File: src/rtl/fo_pkg.sv
package fo_pkg;

   typedef enum logic [1:0] {
      FO_MANUAL = 2'b00,
      FO_ONCE   = 2'b01,
      FO_GATED  = 2'b10,
      FO_TRACK  = 2'b11
   } fo_mode_e;

   typedef struct packed {
      logic [7:0] cmd;
      fo_mode_e   mode;
      logic [1:0] rng;
      logic       strobe;
      logic       fine;
      logic       out_en;
      logic       adj_en;
   } fo_ctrl_t;

   localparam int unsigned FO_CTRL_W = $bits(fo_ctrl_t);

endpackage

File: src/rtl/fo_cmd_reg.sv
module fo_cmd_reg
   import fo_pkg::*;
#(
   parameter logic [7:0]  CMD_CODE = 8'hC4,
   parameter logic [15:0] CTRL_RST = 16'hC4F7
) (
   input  logic            clk,
   input  logic            rst_n,
   input  logic            wr_en,
   input  logic [15:0]     wr_data,
   output fo_ctrl_t        ctrl_q,
   output logic            strobe_set
);

   logic accept;

   // The written word must carry the matching command code in its upper byte.
   assign accept     = wr_en && (wr_data[15:8] == CMD_CODE);
   assign strobe_set = accept && wr_data[3];

   always_ff @(posedge clk or negedge rst_n) begin
      if (!rst_n) begin
         ctrl_q <= fo_ctrl_t'(CTRL_RST);
      end else if (accept) begin
         ctrl_q <= fo_ctrl_t'(wr_data);
      end else begin
         // The strobe bit is a one-cycle pulse.
         ctrl_q.strobe <= 1'b0;
      end
   end

endmodule

File: src/rtl/fo_capture.sv
module fo_capture
   import fo_pkg::*;
#(
   parameter int unsigned OFS_W = 8
) (
   input  logic             clk,
   input  logic             rst_n,
   input  fo_mode_e         mode,
   input  logic             adj_en,
   input  logic             strobe_set,
   input  logic             stat_rd,
   input  logic             data_ok,
   input  logic [OFS_W-1:0] meas,
   output logic [OFS_W-1:0] held_q
);

   logic pend_q;
   logic once_q;
   logic allow;
   logic take;
   logic clr;

   // Capture is allowed only when adjustment is enabled and no status read is running.
   assign allow = adj_en && !stat_rd;

   always_comb begin
      take = 1'b0;
      clr  = 1'b0;
      unique case (mode)
         FO_MANUAL: take = pend_q;
         FO_ONCE:   take = pend_q || !once_q;
         FO_GATED: begin
            clr  = !data_ok;
            take = data_ok;
         end
         FO_TRACK:  take = 1'b1;
         default:   take = 1'b0;
      endcase
   end

   always_ff @(posedge clk or negedge rst_n) begin
      if (!rst_n) begin
         held_q <= '0;
         pend_q <= 1'b0;
         once_q <= 1'b0;
      end else begin
         if (allow && clr) begin
            held_q <= '0;
         end else if (allow && take) begin
            held_q <= meas;
         end

         if (allow && (mode == FO_ONCE)) begin
            once_q <= 1'b1;
         end

         // A new strobe wins over consuming an older one.
         if (strobe_set) begin
            pend_q <= 1'b1;
         end else if (allow) begin
            pend_q <= 1'b0;
         end
      end
   end

endmodule

File: src/rtl/fo_status_out.sv
module fo_status_out #(
   parameter int unsigned OFS_W  = 8,
   parameter int unsigned STAT_W = 8
) (
   input  logic              out_en,
   input  logic [OFS_W-1:0]  held,
   output logic [STAT_W-1:0] stat
);

   logic [STAT_W-1:0] ext;

   generate
      if (STAT_W < OFS_W) begin : g_bad
         $error("fo_status_out: STAT_W must not be below OFS_W");
      end else if (STAT_W == OFS_W) begin : g_same
         assign ext = held;
      end else begin : g_sext
         assign ext = {{(STAT_W-OFS_W){held[OFS_W-1]}}, held};
      end
   endgenerate

   assign stat = out_en ? ext : '0;

endmodule

File: src/rtl/freq_offset_ctrl.sv
module freq_offset_ctrl
   import fo_pkg::*;
#(
   parameter int unsigned OFS_W    = 8,
   parameter int unsigned STAT_W   = 8,
   parameter logic [7:0]  CMD_CODE = 8'hC4,
   parameter logic [15:0] CTRL_RST = 16'hC4F7
) (
   input  logic              clk,
   input  logic              rst_n,
   input  logic              wr_en,
   input  logic [15:0]       wr_data,
   input  logic [OFS_W-1:0]  meas_ofs,
   input  logic              data_ok,
   input  logic              stat_rd,
   output logic [STAT_W-1:0] stat_ofs,
   output logic [15:0]       ctrl_word
);

   generate
      if (OFS_W < 2) begin : g_w_chk
         $error("freq_offset_ctrl: OFS_W must be at least 2");
      end
      if (FO_CTRL_W != 16) begin : g_c_chk
         $error("freq_offset_ctrl: control struct must be 16 bits");
      end
   endgenerate

   fo_ctrl_t         ctrl_q;
   logic             strobe_set;
   logic [OFS_W-1:0] held_q;

   fo_cmd_reg #(
      .CMD_CODE (CMD_CODE),
      .CTRL_RST (CTRL_RST)
   ) u_cmd (
      .clk        (clk),
      .rst_n      (rst_n),
      .wr_en      (wr_en),
      .wr_data    (wr_data),
      .ctrl_q     (ctrl_q),
      .strobe_set (strobe_set)
   );

   fo_capture #(
      .OFS_W (OFS_W)
   ) u_cap (
      .clk        (clk),
      .rst_n      (rst_n),
      .mode       (ctrl_q.mode),
      .adj_en     (ctrl_q.adj_en),
      .strobe_set (strobe_set),
      .stat_rd    (stat_rd),
      .data_ok    (data_ok),
      .meas       (meas_ofs),
      .held_q     (held_q)
   );

   fo_status_out #(
      .OFS_W  (OFS_W),
      .STAT_W (STAT_W)
   ) u_out (
      .out_en (ctrl_q.out_en),
      .held   (held_q),
      .stat   (stat_ofs)
   );

   assign ctrl_word = ctrl_q;

endmodule

File: config.mk
export PLATFORM = sky130hd
export DESIGN_NAME = freq_offset_ctrl
export DESIGN_NICKNAME = d
export VERILOG_FILES = /design/src/rtl/fo_pkg.sv /design/src/rtl/fo_cmd_reg.sv /design/src/rtl/fo_capture.sv /design/src/rtl/fo_status_out.sv /design/src/rtl/freq_offset_ctrl.sv
export SDC_FILE = /design/constraint.sdc
export NUM_CORES = 1
export LEC_CHECK = 0
export BUFFER_PORTS_ARGS = -buffer_cell sky130_fd_sc_hd__buf_2
export CORE_MARGIN = 1.5
export CORE_UTILIZATION = 40
export CTS_BUF_LIST = sky130_fd_sc_hd__clkbuf_8
export DETAILED_ROUTE_END_ITERATION = 16
export PLACE_DENSITY_LB_ADDON = 0.1
export REMOVE_ABC_BUFFERS = 1
export SLEW_MARGIN = 40
export SYNTH_ARGS = -nofsm -noshare
export SYNTH_HDL_FRONTEND = slang
export SYNTH_HIERARCHICAL = 1
export SYNTH_SLANG_ARGS = --single-unit
export TNS_END_PERCENT = 20
File: constraint.sdc
create_clock -name clk -period 3.8 [get_ports clk]
set_clock_uncertainty 0.2 [all_clocks]
set_input_delay 0.19 -clock clk [delete_from_list [all_inputs] [get_ports clk]]
set_output_delay 0.19 -clock clk [all_outputs]
set_load 0.02 [all_outputs]
After elaboration in Yosys (flattened, before gate mapping)
Index checks and enable logic that the tools add are counted.
{"block": "op_classes", "n_eq_ne": 4, "n_mux": 8, "n_reduce_logical": 13}
{"cell": "$mux 8", "count": 3}
{"cell": "$eq 8x8->1 const B", "count": 1}
{"cell": "$logic_and 1x1->1", "count": 6}
{"cell": "$eq 2x2->1 const B", "count": 2}
{"cell": "$mux 1", "count": 4}
{"cell": "$pmux 1 s4", "count": 1}
{"cell": "$reduce_bool 2->1", "count": 2}
{"cell": "$logic_not 1->1", "count": 3}
{"cell": "$eq 2x1->1 const B", "count": 1}
{"cell": "$logic_not 2->1", "count": 1}
{"cell": "$logic_or 1x1->1", "count": 1}
{"block": "word_totals", "output_inout_bits": 24, "ff_bits": 26}

Logic depth before layout (Yosys ltp)
{"block": "logic_depth", "ltp_word": 6, "depth_mapped": 6, "mapped_depth_nobuf": 4}

By module
Netlist, hierarchy kept.
{"module": "fo_cmd_reg", "n_inst": 1, "cells_per_inst": 37, "area_per_inst_um2": 600.6}
{"module": "fo_capture", "n_inst": 1, "cells_per_inst": 43, "area_per_inst_um2": 457.9}
{"module": "fo_status_out", "n_inst": 1, "cells_per_inst": 8, "area_per_inst_um2": 50.0}

Least setup slack after synthesis
No wires, ideal clock.
{"block": "synth_path", "path_type": "flip-flop to flip-flop", "from": "register u_cmd/ctrl_q[7] (netlist name)", "to": "register u_cap.held_q[0]", "path_slack_ns": 2.270, "path_stages_with_launch": 5, "t_arrival_ns": 1.196, "required_time_ns": 3.466, "synth_period_minus_slack_ns": 1.530, "path_cell_list": "dfstp_2 -> or3b_1 -> buf_2 -> nand2_1 -> mux2i_1"}
{"block": "synth_between", "elab_chain_len": 4, "word_cells_on_any_way": 10, "cone_classes": "eq/ne: 3; mux: 3; reduce/logical: 4"}
{"element": "$eq 2x2->1 (tied with other cells)", "line": "fo_capture.sv:29", "text": "unique case (mode)"}
{"element": "$pmux 1 s4 / $mux 1 (equally long branches)", "line": "fo_capture.sv:29"}
{"element": "$logic_and 1x1->1, on equally long branches", "line": "fo_capture.sv:49, fo_capture.sv:47"}
{"element": "$reduce_bool 2->1 (no line) / $mux 8 (equally long branches)"}
{"element": "to (signal assigned)", "line": "fo_capture.sv:50", "text": "held_q <= meas;"}
{"element": "to (decl)", "line": "fo_capture.sv:14", "text": "output logic [OFS_W-1:0] held_q"}
Several ways; a longest one is shown, not always the timed one.
A chain may end at the register's enable or synchronous reset.

Worst setup path in the final report
{"block": "layout_path", "from": "register u_cmd/ctrl_q[7] (netlist name)", "to": "register u_cap.held_q[7]"}
{"block": "layout_between", "elab_chain_len": 4, "word_cells_on_any_way": 10, "cone_classes": "eq/ne: 3; mux: 3; reduce/logical: 4"}
{"element": "$eq 2x2->1 (tied with other cells)", "line": "fo_capture.sv:29"}
{"element": "$pmux 1 s4 / $mux 1 (equally long branches)", "line": "fo_capture.sv:29"}
{"element": "$logic_and 1x1->1, on equally long branches", "line": "fo_capture.sv:49, fo_capture.sv:47"}
{"element": "$reduce_bool 2->1 (no line) / $mux 8 (equally long branches)"}
Several ways; a longest one is shown, not always the timed one.

==> results_dict.tcl <==
set metrics [dict create \
    wl_per_cell_um 11.6 \
    fin_cells 188 \
    drc 0 \
    slew_headroom 0.643 \
    status "complete, no violations" \
    worstPathMaxFanout 8 \
    finalHoldViolCount 0 \
    dp.cells 167 \
    crit_type "register to register" \
    pre_cts_ws_ns 2.15 \
    first_pass_iters 2 \
    cts_made_buffers 3 \
    cts_sinks 26 \
    drt_iter0_drc 13 \
    finalSetupViolations 0 \
    critPathTopFamily "simple AND/OR/NAND/NOR gates" \
    use_met3 0.0512 \
    syn_inst 88 \
    fp.dieArea_um2 3100 \
    fmaxAchievable_ghz 0.625 \
    hp-class "primary input to register" \
    start_util 0.436 \
    path_buf_inv 0 \
    leakagePower_uw 0.000872 \
    antenna_found_initial 0 \
    htreeDepth 1 \
    grt_pass1_vias 918 \
    arrival_ns 1.54 \
    setup_tns_ns 0 \
    multi_input_area_um2 388 \
    use_met1 0.153 \
    grt_setup_unrepaired "no" \
    seq_area_um2 663 \
    cp_slowest_cell "dfstp_2" \
    clk_pin_slew_ns 0.08 \
    irDropWorstVdd_uv 301 \
    final_common_cell "buf_2" \
    layout.nets 188 \
    maxCapViolCount 0 \
    rows 18 \
    seq_area_frac_synth 0.598 \
    port_buffers 52 \
    cts-root-buf "clkbuf_8" \
    hpwl_mm 1.56 \
    place.gp.congestion 0.704 \
    final_layout_size_suffix_gt1_frac 0.487 \
    layout_setup_ws_ns 2.20 \
    crit_chain "or3b_1 > nand2_1 > mux2i_1" \
    maxSlewViolCount 0 \
    cts_buffer_depth 2 \
    ios 53 \
    avgSynthCellArea_um2 12.6 \
    dieWidth_um 55.6 \
    routed_wl_mm 2.18 \
    synth_seq_cells 26 \
    grt_max_degree 27 \
    top_usage_layer "met2" \
    grt_usage 0.155 \
    layout_common_cells "52 x buf_2, 17 x dlygate4sd3_1, 16 x dfrtp_1, 10 x dfstp_2" \
    post-route-period-util 0.421 \
    dieHeight_um 55.6 \
    synth_warnings 6 \
    antenna_cells 0 \
    n_fill_cell 223 \
    grt_pass1_wl_mm 3.74 \
    syn_area_um2 1110 \
    hold-worst-slack_ns 0.105 \
    startpoint_type "register" \
    met2_usage 0.301 \
    syn_to_final_growth_pct 43.8 \
    worst_path_largest_cell_delay_ns 0.56 \
    end_kind "register" \
    dr_total_vias 863 \
    netlist-cell-type-count 21 \
    grt_overflow 0 \
    core-area_um2 2540 \
    power_density_nw_per_um2 331 \
    period_minus_slack_ns 1.60 \
    tightest_slew_ns 0.536 \
    cts_setup_buffers 0 \
    viasPerCell 4.59 \
    clock_latency_ns 0.27 \
    tritoncts "built" \
    drt.antenna.violating_nets 0 \
    crit_required_ns 3.74 \
]
path summary, 6_finish.rpt:
check / from / to / slack, ns / depth (start not counted)
max in group asynchronous: rst_n / u_cmd/ctrl_q[0] / 2.79 / 2
worst max-delay path: u_cmd/ctrl_q[7] / u_cap/held_q[7] / 2.20 / 3
worst max register to register: u_cmd/ctrl_q[7] / u_cap/held_q[7] / 2.20 / 3
min in group asynchronous: rst_n / u_cap/once_q / 0.23 / 2
worst min-delay path: stat_rd / u_cap/once_q / 0.10 / 3
worst min register to register: u_cap/once_q / u_cap/once_q / 0.28 / 1
report_power, final:
group	internal, uW	switching [uW]
logic	40.6	36.3
registers	293	7.35
clock network	72.2	78.1
final cells by class:
class	count	area share
clock inverter	1	0.00235
inverter	8	0.0188
timing repair buffer	69	0.270
tap	30	0.0235
multi-input combinational	51	0.243
clock buffer	3	0.0259
sequential	26	0.416
logic make-up (layout without fill, tap and decap cells):
kind of cell	after synthesis	in the layout	share of synthesized area
AOI/OAI and AO/OA	3	3	0.0282
and+or+nand+nor	33	33	0.175
buffers and inverters	11	81	0.0519
muxes	15	15	0.147
DFF	26	26	0.598
metrics by stage:
stage | util | total power, uW | area [um^2]
after global routing | 0.626 | 555 | 1590
after CTS | 0.626 | 539 | 1590
final | 0.626 | 528 | 1590
after detailed placement | 0.542 | 370 | 1380
after floorplan | - | 337 | 1080
after global placement | 0.542 | 368 | 1380
what timing repair did:
| action | 4_1_cts | 5_1_grt |
|---|---|---|
| hold endpoints to repair | 32 | 0 |
| hold buffers | 17 | 0 |
| gates resized for setup | 0 | 0 |
layer usage:
layer,share of wire,vias to the layer above
met1,0.41,413
met2,0.53,28
met5,0,-
met3,0.054,2
met4,0.0078,0
li1,-,420
tightest hold or removal path: stages:
cell and delay [ns]:
buf_2 0.07, nand2b_1 0.18, o21bai_1 0.09
cell usage after synthesis, drive strengths merged:
| library cell | n | share of area |
|---|---|---|
| nor2 | 1 | 0.0034 |
| a21o | 1 | 0.0068 |
| dfstp | 10 | 0.24 |
| buf | 3 | 0.025 |
| nand2 | 8 | 0.027 |
| or3b | 1 | 0.0079 |
| dfrtp | 16 | 0.36 |
| and2 | 9 | 0.051 |
| nand4b | 1 | 0.0079 |
| nand2b | 3 | 0.017 |
| or2 | 3 | 0.017 |
| mux2 | 7 | 0.074 |
| o21bai | 1 | 0.0068 |
| inv | 8 | 0.027 |
| nor2b | 5 | 0.028 |
| a21oi | 1 | 0.015 |
| mux2i | 8 | 0.072 |
| and4bb | 1 | 0.011 |
| nor3 | 1 | 0.0045 |
registers in the layout, indices dropped and copies added, names as in the netlist:
name / count
u_cap/held_q: 8
u_cap/once_q: 1
u_cap/pend_q: 1
u_cmd/ctrl_q: 16
No activity file was read; power rests on OpenSTA's default activity.
